[config.mk]
export PLATFORM = sky130hd
export DESIGN_NAME = wdt_guard
export DESIGN_NICKNAME = d
export VERILOG_FILES = /design/src/rtl/wdt_guard_pkg.sv /design/src/rtl/wdt_count.sv /design/src/rtl/wdt_ctrl_reg.sv /design/src/rtl/wdt_guard.sv
export SDC_FILE = /design/constraint.sdc
export NUM_CORES = 1
export LEC_CHECK = 0
export BUFFER_PORTS_ARGS = -buffer_cell sky130_fd_sc_hd__buf_2
export CORE_AREA = 3 3 46 48
export DETAILED_ROUTE_END_ITERATION = 7
export DIE_AREA = 0 0 49 51
export PLACE_DENSITY = 0.73
export SKIP_LAST_GASP = 1
export SLEW_MARGIN = 20
export SYNTH_ARGS = -nofsm -noshare
export SYNTH_HDL_FRONTEND = slang
export SYNTH_HIERARCHICAL = 1
export SYNTH_SLANG_ARGS = --single-unit
[constraint.sdc]
create_clock -name clk -period 1.85 [get_ports clk]
set_clock_uncertainty 0.2 [all_clocks]
set_input_delay 0.555 -clock clk [delete_from_list [all_inputs] [get_ports clk]]
set_output_delay 0.555 -clock clk [all_outputs]
set_load 0.005 [all_outputs]
[src/rtl/wdt_guard_pkg.sv]
package wdt_guard_pkg;
  localparam int REG_W  = 8;
  localparam int NPAIR  = REG_W / 2;
  localparam int B_FLAG      = 0;
  localparam int B_FLAG_LK   = 1;
  localparam int B_RUN       = 2;
  localparam int B_RUN_LK    = 3;
  localparam int B_CSRWE     = 4;
  localparam int B_CSRWE_LK  = 5;
  localparam int B_CNTWE     = 6;
  localparam int B_CNTWE_LK  = 7;

  typedef enum logic {SEL_CTRL = 1'b0, SEL_CNT = 1'b1} sel_e;

  // a lock companion permits an update only when written as zero
  function automatic logic unlocked(input logic lock_bit);
    return lock_bit == 1'b0;
  endfunction
endpackage

[src/rtl/wdt_count.sv]
module wdt_count #(
  parameter int W = 8
) (
  input  logic         clk,
  input  logic         rst_n,
  input  logic         run_i,
  input  logic         tick_i,
  input  logic         load_i,
  input  logic [W-1:0] load_val_i,
  output logic [W-1:0] cnt_o,
  output logic         wrap_o,
  output logic         req_o
);
  function automatic logic [W:0] bump(input logic [W-1:0] v);
    return {1'b0, v} + {{W{1'b0}}, 1'b1};
  endfunction

  logic [W-1:0] cnt_q;
  logic         req_q;
  logic         step;
  logic [W:0]   nxt;

  always_comb begin
    step   = run_i && tick_i && !load_i;
    nxt    = bump(cnt_q);
    wrap_o = step && nxt[W];
  end

  always_ff @(posedge clk or negedge rst_n) begin
    if (!rst_n) begin
      cnt_q <= '0;
      req_q <= 1'b0;
    end else begin
      req_q <= wrap_o;
      if (load_i)    cnt_q <= load_val_i;
      else if (step) cnt_q <= nxt[W-1:0];
    end
  end

  assign cnt_o = cnt_q;
  assign req_o = req_q;

  assert_count_step_R2: assert property (@(posedge clk) disable iff (!rst_n)
    (run_i && tick_i && !load_i) |=> cnt_q == W'($past(cnt_q) + 1'b1));
  assert_count_hold_R2: assert property (@(posedge clk) disable iff (!rst_n)
    (!load_i && !(run_i && tick_i)) |=> $stable(cnt_q));
  assert_wrap_req_R3: assert property (@(posedge clk) disable iff (!rst_n)
    wrap_o |=> (req_q && cnt_q == '0));
  assert_req_pulse_R4: assert property (@(posedge clk) disable iff (!rst_n)
    req_q |=> !req_q);
  assert_load_wins_R10: assert property (@(posedge clk) disable iff (!rst_n)
    load_i |=> cnt_q == $past(load_val_i));
endmodule

[src/rtl/wdt_ctrl_reg.sv]
module wdt_ctrl_reg
  import wdt_guard_pkg::*;
(
  input  logic             clk,
  input  logic             rst_n,
  input  logic             wr_i,
  input  logic [REG_W-1:0] wdata_i,
  input  logic             wrap_i,
  output logic             run_o,
  output logic             cnt_we_o,
  output logic             flag_o,
  output logic [REG_W-1:0] rdata_o
);
  logic cnt_we_q, csr_we_q, run_q, flag_q;
  logic upd_cnt_we, upd_csr_we, upd_run, clr_flag;
  logic [NPAIR-1:0] state;

  always_comb begin
    upd_cnt_we = wr_i && unlocked(wdata_i[B_CNTWE_LK]);
    upd_csr_we = wr_i && unlocked(wdata_i[B_CSRWE_LK]);
    upd_run    = wr_i && unlocked(wdata_i[B_RUN_LK]) && csr_we_q;
    clr_flag   = wr_i && unlocked(wdata_i[B_FLAG_LK]) && csr_we_q && !wdata_i[B_FLAG];
  end

  always_ff @(posedge clk or negedge rst_n) begin
    if (!rst_n) begin
      cnt_we_q <= 1'b0;
      csr_we_q <= 1'b0;
      run_q    <= 1'b0;
      flag_q   <= 1'b0;
    end else begin
      if (upd_cnt_we) cnt_we_q <= wdata_i[B_CNTWE];
      if (upd_csr_we) csr_we_q <= wdata_i[B_CSRWE];
      if (upd_run)    run_q    <= wdata_i[B_RUN];
      if (wrap_i)        flag_q <= 1'b1;
      else if (clr_flag) flag_q <= 1'b0;
    end
  end

  assign state = {cnt_we_q, csr_we_q, run_q, flag_q};

  for (genvar g = 0; g < NPAIR; g++) begin : g_pair
    assign rdata_o[2*g]     = state[g];
    assign rdata_o[2*g + 1] = 1'b1;
  end

  assign run_o    = run_q;
  assign cnt_we_o = cnt_we_q;
  assign flag_o   = flag_q;

  assert_run_guard_R5: assert property (@(posedge clk) disable iff (!rst_n)
    !(wr_i && !wdata_i[B_RUN_LK] && csr_we_q) |=> $stable(run_q));
  assert_flag_noset_R6: assert property (@(posedge clk) disable iff (!rst_n)
    !wrap_i |=> !$rose(flag_q));
  assert_cnt_we_guard_R8: assert property (@(posedge clk) disable iff (!rst_n)
    !(wr_i && !wdata_i[B_CNTWE_LK]) |=> $stable(cnt_we_q));
  assert_csr_we_guard_R8: assert property (@(posedge clk) disable iff (!rst_n)
    !(wr_i && !wdata_i[B_CSRWE_LK]) |=> $stable(csr_we_q));
  assert_flag_wins_R11: assert property (@(posedge clk) disable iff (!rst_n)
    wrap_i |=> flag_q);
endmodule

[src/rtl/wdt_guard.sv]
module wdt_guard
  import wdt_guard_pkg::*;
#(
  parameter int DATA_W = REG_W
) (
  input  logic              clk,
  input  logic              pin_rst_n,
  input  logic              tick,
  input  logic              bus_addr,
  input  logic [DATA_W-1:0] bus_wdata,
  input  logic              bus_we,
  output logic [DATA_W-1:0] bus_rdata,
  output logic              wdt_reset_req
);
  logic              ctrl_wr, cnt_wr, cnt_load;
  logic              run, cnt_we, trip_flag, wrap_evt;
  logic [REG_W-1:0]  ctrl_rdata;
  logic [DATA_W-1:0] cnt_val;

  always_comb begin
    ctrl_wr  = bus_we && (sel_e'(bus_addr) == SEL_CTRL);
    cnt_wr   = bus_we && (sel_e'(bus_addr) == SEL_CNT);
    cnt_load = cnt_wr && cnt_we;
  end

  wdt_ctrl_reg u_ctrl (
    .clk      (clk),
    .rst_n    (pin_rst_n),
    .wr_i     (ctrl_wr),
    .wdata_i  (bus_wdata[REG_W-1:0]),
    .wrap_i   (wrap_evt),
    .run_o    (run),
    .cnt_we_o (cnt_we),
    .flag_o   (trip_flag),
    .rdata_o  (ctrl_rdata)
  );

  wdt_count #(.W(DATA_W)) u_cnt (
    .clk        (clk),
    .rst_n      (pin_rst_n),
    .run_i      (run),
    .tick_i     (tick),
    .load_i     (cnt_load),
    .load_val_i (bus_wdata),
    .cnt_o      (cnt_val),
    .wrap_o     (wrap_evt),
    .req_o      (wdt_reset_req)
  );

  always_comb begin
    if (sel_e'(bus_addr) == SEL_CNT) bus_rdata = cnt_val;
    else                             bus_rdata = ctrl_rdata;
  end

  assert_req_flag_R3: assert property (@(posedge clk) disable iff (!pin_rst_n)
    wdt_reset_req |-> trip_flag);
  assert_cnt_lock_R9: assert property (@(posedge clk) disable iff (!pin_rst_n)
    (cnt_wr && !cnt_we && !(run && tick)) |=> $stable(cnt_val));
  assert_reset_idle_R1: assert property (@(posedge clk)
    !pin_rst_n |-> (!wdt_reset_req && !run));
endmodule

# After elaboration in Yosys (flattened, before gate mapping)
# Cells that the tools add are included.
# classes
n_bitwise	5
n_addsub	1
reduce_logical	17
mux	5
# ops
operator	count
$mux W8	3
$logic_and A1 B1 Y1	13
$add A8 B1 Y9 const B	1
$not A1 Y1	5
$reduce_bool A2 Y1	2
$logic_not A1 Y1	2
$mux W1	2
# totals
ff_bits	13
output_inout_bits	9
inputBits	13
wordCells	34

# Longest topological paths before layout
# Gate-level depths: netlist of the first run.
# depth
ltp_word	7
depth_mapped	6

# By module
# The synthesis of the first run kept the hierarchy.
# modules_own_cells
module	area_per_inst_um2	cells_each	n_inst	seq_area_each_um2
wdt_count	478.0	52	1	225.2
wdt_ctrl_reg	262.8	21	1	100.1
wdt_guard	147.6	11	1	0.0

# Worst setup path before layout of the first run
# No wires, ideal clock.
# synth_path
path_kind	input to register
start	input port bus_addr
end	register u_cnt.cnt_q[3], in the netlist u_cnt/cnt_o[3]
arrival_ns	1.617
setup_time_ns	0.069
cell_stages	4
required_ns	1.581
path_slack_ns	-0.036
cell_sequence	buf_6 -> and3_2 -> or4_2 -> nand3_1
# synth_via
elab_chain_cells	5
word_cells_on_any_way	6
cone_classes	1 x mux; 5 x reduce/logical
# synth_lines
item	line	text
start: declaration	wdt_guard.sv:9	input logic bus_addr,
$logic_and A1 B1 Y1 *	wdt_guard.sv:22	cnt_wr = bus_we && (sel_e'(bus_addr) == SEL_CNT);
$logic_and A1 B1 Y1 *	wdt_guard.sv:23	cnt_load = cnt_wr && cnt_we;
net cnt_load	wdt_guard.sv:15	logic ctrl_wr, cnt_wr, cnt_load;
$logic_not A1 Y1	wdt_count.sv:24	step = run_i && tick_i && !load_i;
$logic_and A1 B1 Y1	wdt_count.sv:24	
$reduce_bool A2 Y1 (no line)	-	
end signal: assignment	wdt_count.sv:35	if (load_i) cnt_q <= load_val_i;
end signal: assignment	wdt_count.sv:36	else if (step) cnt_q <= nxt[W-1:0];
end: declaration	wdt_count.sv:18	logic [W-1:0] cnt_q;
# The timed path passes the listed nets; every way through them passes the cells marked *.
# A chain may end at the register's enable or synchronous reset.

# Final worst setup path of the first run
# layout_path
start	input port bus_addr
end	output port bus_rdata[4]
# layout_via
elab_chain_cells	1
# layout_lines
item	line	text
$mux W8	wdt_guard.sv:51	if (sel_e'(bus_addr) == SEL_CNT) bus_rdata = cnt_val;
end: declaration	wdt_guard.sv:12	output logic [DATA_W-1:0] bus_rdata,
# Every way passes these cells.

==> results of run 1 <==
## routing by layer
metal	track usage, %	vias up	routed length, µm
li1	-	370	-
met1	21.31	374	892
met3	2.915	2	120
met4	7.109	0	13
met5	0	-	0
met2	30.32	28	1065
## cell type report
type | instances | area (µm²) | area share [%]
inverters | 3 | 11.26 | 0.9365
multi-input cells | 61 | 491.7 | 40.90
flip-flops and latches | 13 | 325.3 | 27.06
clock buffers | 4 | 26.28 | 2.185
well taps | 25 | 31.28 | 2.601
repair buffers | 42 | 316.6 | 26.33
## final timing paths
| kind | from | to | slack (ns) | cells past startpoint |
|---|---|---|---|---|
| worst max-delay path | bus_addr | bus_rdata[4] | 0.0008 | 3 |
| worst min-delay path | u_ctrl/flag_o | u_ctrl/flag_o | 0.29 | 1 |
| worst max register to register | u_cnt/cnt_o[0] | u_ctrl/flag_o | 0.09 | 6 |
| worst min register to register | u_ctrl/flag_o | u_ctrl/flag_o | 0.29 | 1 |
| max in group asynchronous | pin_rst_n | u_ctrl/flag_o | 0.73 | 2 |
| min in group asynchronous | pin_rst_n | u_cnt/cnt_o[5] | 0.49 | 2 |
## synthesized netlist by cell type
master and instances:
a21o_1 1, a31oi_1 1, and2b_2 1, and3_2 1, buf_4 8, buf_6 1
clkbuf_1 1, conb_1 1, dfrtp_1 13, ha_1 1, inv_1 3, mux2_4 11
mux2i_1 1, nand2_1 11, nand3_1 5, nand3_2 1, nand3b_1 1, nand4_1 1
nand4bb_1 1, nor2_1 2, nor2b_4 2, nor4_1 1, o211ai_1 3, o21ai_0 3
o311ai_0 1, o31ai_1 1, or4_1 3, or4_2 1, or4b_1 1, xnor2_1 1
xor2_1 1
## sequential cells by signal, indices dropped and copies added (netlist names)
signal,flops
u_ctrl/csr_we_q,1
u_cnt/cnt_o,8
u_cnt/req_o,1
u_ctrl/run_o,1
u_ctrl/flag_o,1
u_ctrl/cnt_we_o,1
## power by group
part           total (mW)  switching, mW  internal, mW
clock               0.177         0.0940        0.0835
combinational       0.625          0.257         0.368
sequential          0.428         0.0552         0.373
total                1.23          0.406         0.824
## repair_timing
action                                 4_1_cts  5_1_grt
endpoints found under the hold margin       13        0
setup endpoints to repair                    8        8
buffers inserted                             8        3
pin swaps                                    0        0
gates cloned                                 0        1
resized for setup                            5        2
hold buffers                                 1        0
## layout by cell type, fill, tap and decap left out, types with 2 or more instances in the layout
cell / instances
o21ai_0: 3
inv_1: 3
buf_2: 17
nand3_1: 5
buf_4: 19
or4_1: 3
nand2_1: 11
conb_1: 4
clkbuf_4: 3
o211ai_1: 3
nor2_1: 2
mux2_4: 11
buf_6: 3
dfrtp_1: 13
nor2b_4: 2
## cells by family after synthesis
kind of cell,after synthesis,share of synthesized area [%]
AND/OR/NAND/NOR,32,22.54
flip-flops,13,36.62
buffers and inverters,13,9.718
multiplexers,12,19.72
AO/OA/AOI/OAI,10,7.606
XOR/XNOR,2,1.972
adder cells (fa/ha/maj),1,1.408
other,1,0.4221
==> summary.md, run 1 <==
| Metric | Value |
|---|---|
| Status | completed |
| # IOs | 22 |
| Pwr/cell area | 1023 mW/mm² |
| Max incr delay on CP | 0.28 ns |
| Clock sink total | 13 |
| Top cell type by total area after synthesis | dfrtp_1 |
| Max clock buf depth | 2 |
| Mapped Cells | 84 |
| Placer Congestion | 0.8752 |
| Post-DP Area | 0.001025 mm² |
| Power Total | 1.230 mW |
| Yosys Warn Count | 6 |
| Clock slew at reported path FFs | 0.08 ns |
| Top Family by Delay on Critical Path | multiplexers |
| TritonCTS buffer count | 3 |
| Clk_lat worst skew | 0.27 ns |
| Dpl cells | 131 |
| Synth cell types | 31 |
| Total track usage | 17.39% |
| Die Wd | 49 µm |
| Via-to-Cell Ratio | 5.230 |
| Req. time, crit path | 1.09 ns |
| P&R area growth vs syn | 35.35% |
| Final Hold Vio Count | 0 |
| Place WS | -0.1952 ns |
| Number of remaining DRC errors | 0 |
| DRT antenna net count | 0 |
| WL/cell | 14.13 µm |
| Die area | 0.002499 mm² |
| CTS HTree Levels | 1 |
| First-pass GRT wire length | 3284 µm |
| Largest net degree at the start of global routing | 14 |
| Post-route cell area | 0.001202 mm² |
| Gr ovfl total | 0 |
| Vias | 774 |
| DR pass1 iterations | 4 |
| Worst setup EP type | output pin |
| Slowest stage cell on the critical path | mux2_4 |
| Max Cap Viol | 0 |
| Data arrival time of the worst path | 1.09 ns |
| Worst hold path type | reg2reg |
| Die Y | 51 µm |
| Setup_tns | 0 ns |
| Area share of the largest cell type after synthesis | 36.62% |
| RSZ-0062 raised after global routing | yes |
| DP Wirelength | 1395 µm |
| Buf/Inv on CP | 2 |
| Post-layout worst setup margin | 0.0008117 ns |
| Core Region | 0.001745 mm² |
| Ratio of cells with drive above 1 in the final layout | 49.59% |
| Final std cells w/o fill | 148 |
| Rows | 15 |
| Initial antenna violation count | 0 |
| Vias in the first global route | 728 |
| Maximum clock rate | 540.8 MHz |
| Worst hold slack | 0.2942 ns |
| Clock root buffer | clkbuf_4 |
| Period minus WS final | 1.849 ns |
| Initial core utilization | 50.90% |
| CP Class | in2out |
| Max VDD drop | 498.1 µV |
| Layout net count | 138 |
| Final Setup Violations | 0 |
| Number of synthesized register bits | 13 |
| Total wire length | 2091 µm |
| Syn avg cell area | 10.58 µm² |
| Final Core Density | 68.89% |
| Lkg Pwr | 0.6024 nW |
| Crit share post-route | 99.96% |
| ANT cells | 0 |
| # fillers | 149 |
| Max Slew Vio Count | 0 |
| DR iter-0 viols | 36 |
| PortBufs | 21 |
| Worst setup SP type | primary input |
| Mapped Area | 888.4 µm² |
| Synth area leaders | dfrtp_1 (37%), mux2_4 (19%), buf_4 (6.8%) |
| CP cell instances | clkbuf_16 > mux2_4 > buf_2 |
| Maximum fanout along the worst path | 4 |
| Sequential area share after synthesis | 36.62% |
| CTS tree | done |
(Power assumes the default switching activity.)
==> run 2: changes to the inputs <==
==> constraint.sdc (replaced) <==
create_clock -name clk -period 1.8 [get_ports clk]
set_clock_uncertainty 0.2 [all_clocks]
set_input_delay 0.54 -clock clk [delete_from_list [all_inputs] [get_ports clk]]
set_output_delay 0.54 -clock clk [all_outputs]
set_load 0.005 [all_outputs]
==> run 2 against run 1 <==
Net effect: the flow now finishes with violations (setup timing); combinational power up 12%; via count down 3.6%; worst hold slack worse by 0.012 ns; wire length down 2.7%; total power up 7.3%; final cell count unchanged; cell area up 2.6%; clock power up 3%; core utilization up 1.8 points; flip-flop and latch count unchanged; global-route usage up 0.30 points; register-to-register slack better by 0.02 ns; largest cell class unchanged; largest power group unchanged.
==> summary.md, run 2 (synthesis results as in run 1) <==
| Metric | Value |
|---|---|
| Worst reg2reg startpoint | u_cnt/cnt_o[1] |
| Clock root buffer | clkbuf_4 |
| WL/cell | 13.75 µm (-2.7%) |
| Setup_tns | -0.03654 ns (-0.03654 ns) |
| Slowest stage cell on the critical path | dfrtp_1 |
| Initial core utilization | 50.90% (unchanged) |
| TritonCTS buffer count | 3 (unchanged) |
| Vias | 746 (-3.6%) |
| Period minus WS final | 1.816 ns |
| Via-to-Cell Ratio | 5.041 (-3.6%) |
| M1 wire length | 926 µm (+3.8%) |
| # fillers | 132 (-11%) |
| Vias in the first global route | 727 (-0.14%) |
| Crit share post-route | 100.9% |
| Rows | 15 (unchanged) |
| Final Setup Violations | 5 (+5) |
| Total wire length | 2035 µm (-2.7%) |
| First-pass GRT wire length | 3387 µm (+3.1%) |
| Data arrival time of the worst path | 1.08 ns (about the same) |
| # IOs | 22 (unchanged) |
| Maximum clock rate | 550.7 MHz |
| Worst setup SP type | register |
| Die area | 0.002499 mm² (unchanged) |
| Buf/Inv on CP | 1 (-1) |
| Max reg flops | 8 (unchanged) |
| DRT antenna net count | 0 (unchanged) |
| Worst hold path type | in2reg |
| Ratio of cells with drive above 1 in the final layout | 51.22% (+1.6 points) |
| PortBufs | 21 (unchanged) |
| Met3 wire len | 103 µm (-14%) |
| Layout net count | 138 (unchanged) |
| Max Cap Viol | 0 (unchanged) |
| Highest routed layer | met4 |
| Violated checks | setup timing |
| Met2 Wirelength | 992 µm (-6.9%) |
| Total track usage | 17.69% (+0.30 points) |
| Initial antenna violation count | 0 (unchanged) |
| RSZ-0062 raised after global routing | yes |
| Multi-input logic area | 500.5 µm² (+1.8%) |
| Clock sink total | 13 (unchanged) |
| Maximum fanout along the worst path | 2 (-2) |
| Req. time, crit path | 1.06 ns (-0.03 ns) |
| Combinational Power Share | 53.0% (+2.2 points) |
| Clk_lat worst skew | 0.27 ns (about the same) |
| Lkg Pwr | 0.6122 nW (+1.6%) |
| Core Region | 0.001745 mm² (unchanged) |
| Max incr delay on CP | 0.41 ns (+0.13 ns) |
| Critical path startpoint | u_ctrl/cnt_we_o |
| Status | finished with violations |
| Max Slew Vio Count | 0 (unchanged) |
| Max clock buf depth | 2 (unchanged) |
| P_sw | 437.3 µW (+7.6%) |
| CP Class | reg2out |
| Die Wd | 49 µm (unchanged) |
| Clk pwr share | 13.8% (-0.6 points) |
| DP Wirelength | 1355 µm (-2.8%) |
| Most frequent cells in the layout | buf_4 (19), buf_2 (14), dfrtp_1 (13) |
| Post-layout worst setup margin | -0.01590 ns (-0.01672 ns) |
| Commonest non-fill, non-tap cell in the layout | buf_4 |
| P&R area growth vs syn | 38.87% |
| Hold Crit Start | bus_wdata[6] |
| Pwr/cell area | 1070 mW/mm² (+4.5%) |
| DR pass1 iterations | 5 (+1) |
| Top Family by Delay on Critical Path | flip-flops |
| Power Total | 1.320 mW (+7.3%) |
| CP cell instances | mux2_4 > buf_6 |
| Placer Congestion | 0.7733 (-12%) |
| DR iter-0 viols | 9 (-75%) |
| Gr ovfl total | 0 (unchanged) |
| Die Y | 51 µm (unchanged) |
| Int Power | 882.4 µW (+7.1%) |
| ANT cells | 0 (unchanged) |
| Max VDD drop | 648.9 µV (+30%) |
| Sw Ratio | 33.14% (+0.12 points) |
| CTS HTree Levels | 1 (unchanged) |
| CTS tree | done |
| Number of remaining DRC errors | 0 (unchanged) |
| Worst setup EP type | output pin |
| Final Hold Vio Count | 0 (unchanged) |
| Largest net degree at the start of global routing | 14 (unchanged) |
| Register Area | 325.3 µm² (unchanged) |
| Relative contribution of sequential cells to total power | 33.2% (-1.6 points) |
| Clock slew at reported path FFs | 0.09 ns (about the same) |
## run 2: cell type report
class	count	area share [%]
inverters	3	0.9128
clock buffers	3	1.826
repair buffers	42	27.38
clock inverters	1	0.4057
flip-flops and latches	13	26.37
well taps	25	2.536
multi-input cells	61	40.57
## run 2: through the flow
step	hold slack [ns]	util, %	setup slack, ns	cell area, µm²	instances
floorplan	0.04441	-	0.1059	914.6	87
global placement	0.2433	59.57	-0.1550	1040	131
detailed placement	0.2484	59.57	-0.1548	1040	131
CTS	0.2801	69.18	-0.01038	1207	147
global route	0.2732	70.68	-0.05422	1234	148
finish	0.2823	70.68	-0.01590	1234	148
## run 2: worst paths after layout
kind	to	slack (ns)	depth (start not counted)
hold reg to reg	u_ctrl/flag_o	0.30	1
min in group asynchronous	u_ctrl/csr_we_q	0.47	2
setup reg to reg	u_cnt/cnt_o[6]	0.11	5
hold / removal	u_cnt/cnt_o[6]	0.28	3
setup / recovery	bus_rdata[6]	-0.02	2
max in group asynchronous	u_cnt/cnt_o[3]	0.70	2
## run 2: tightest hold or removal path: cells and delay by family
kind,cells,cell delay [ns]
buffers and inverters,1,0.09
AND/OR/NAND/NOR,2,0.10
## run 2: routing by layer
metal	vias up	track usage (%)
li1	371	-
met3	2	2.915
met5	-	0
met4	0	5.213
met2	22	30.77
met1	351	22.57
## run 2: what timing repair did
item	4_1_cts	5_1_grt
gates resized for setup	9	3
endpoints found under the setup margin	8	9
cloned	1	0
hold buffers	1	0
pin swaps	0	0
buffers inserted	11	1
endpoints found under the hold margin	13	0
## run 2: power groups by stage
stage / logic (mW) / registers, mW / clock network (mW)
6_report: 0.700 / 0.438 / 0.182
5_1_grt: 0.751 / 0.448 / 0.209
4_1_cts: 0.656 / 0.432 / 0.188
3_5_place_dp: 0.412 / 0.502 / 0
3_3_place_gp: 0.395 / 0.494 / 0
2_1_floorplan: 0.316 / 0.470 / 0
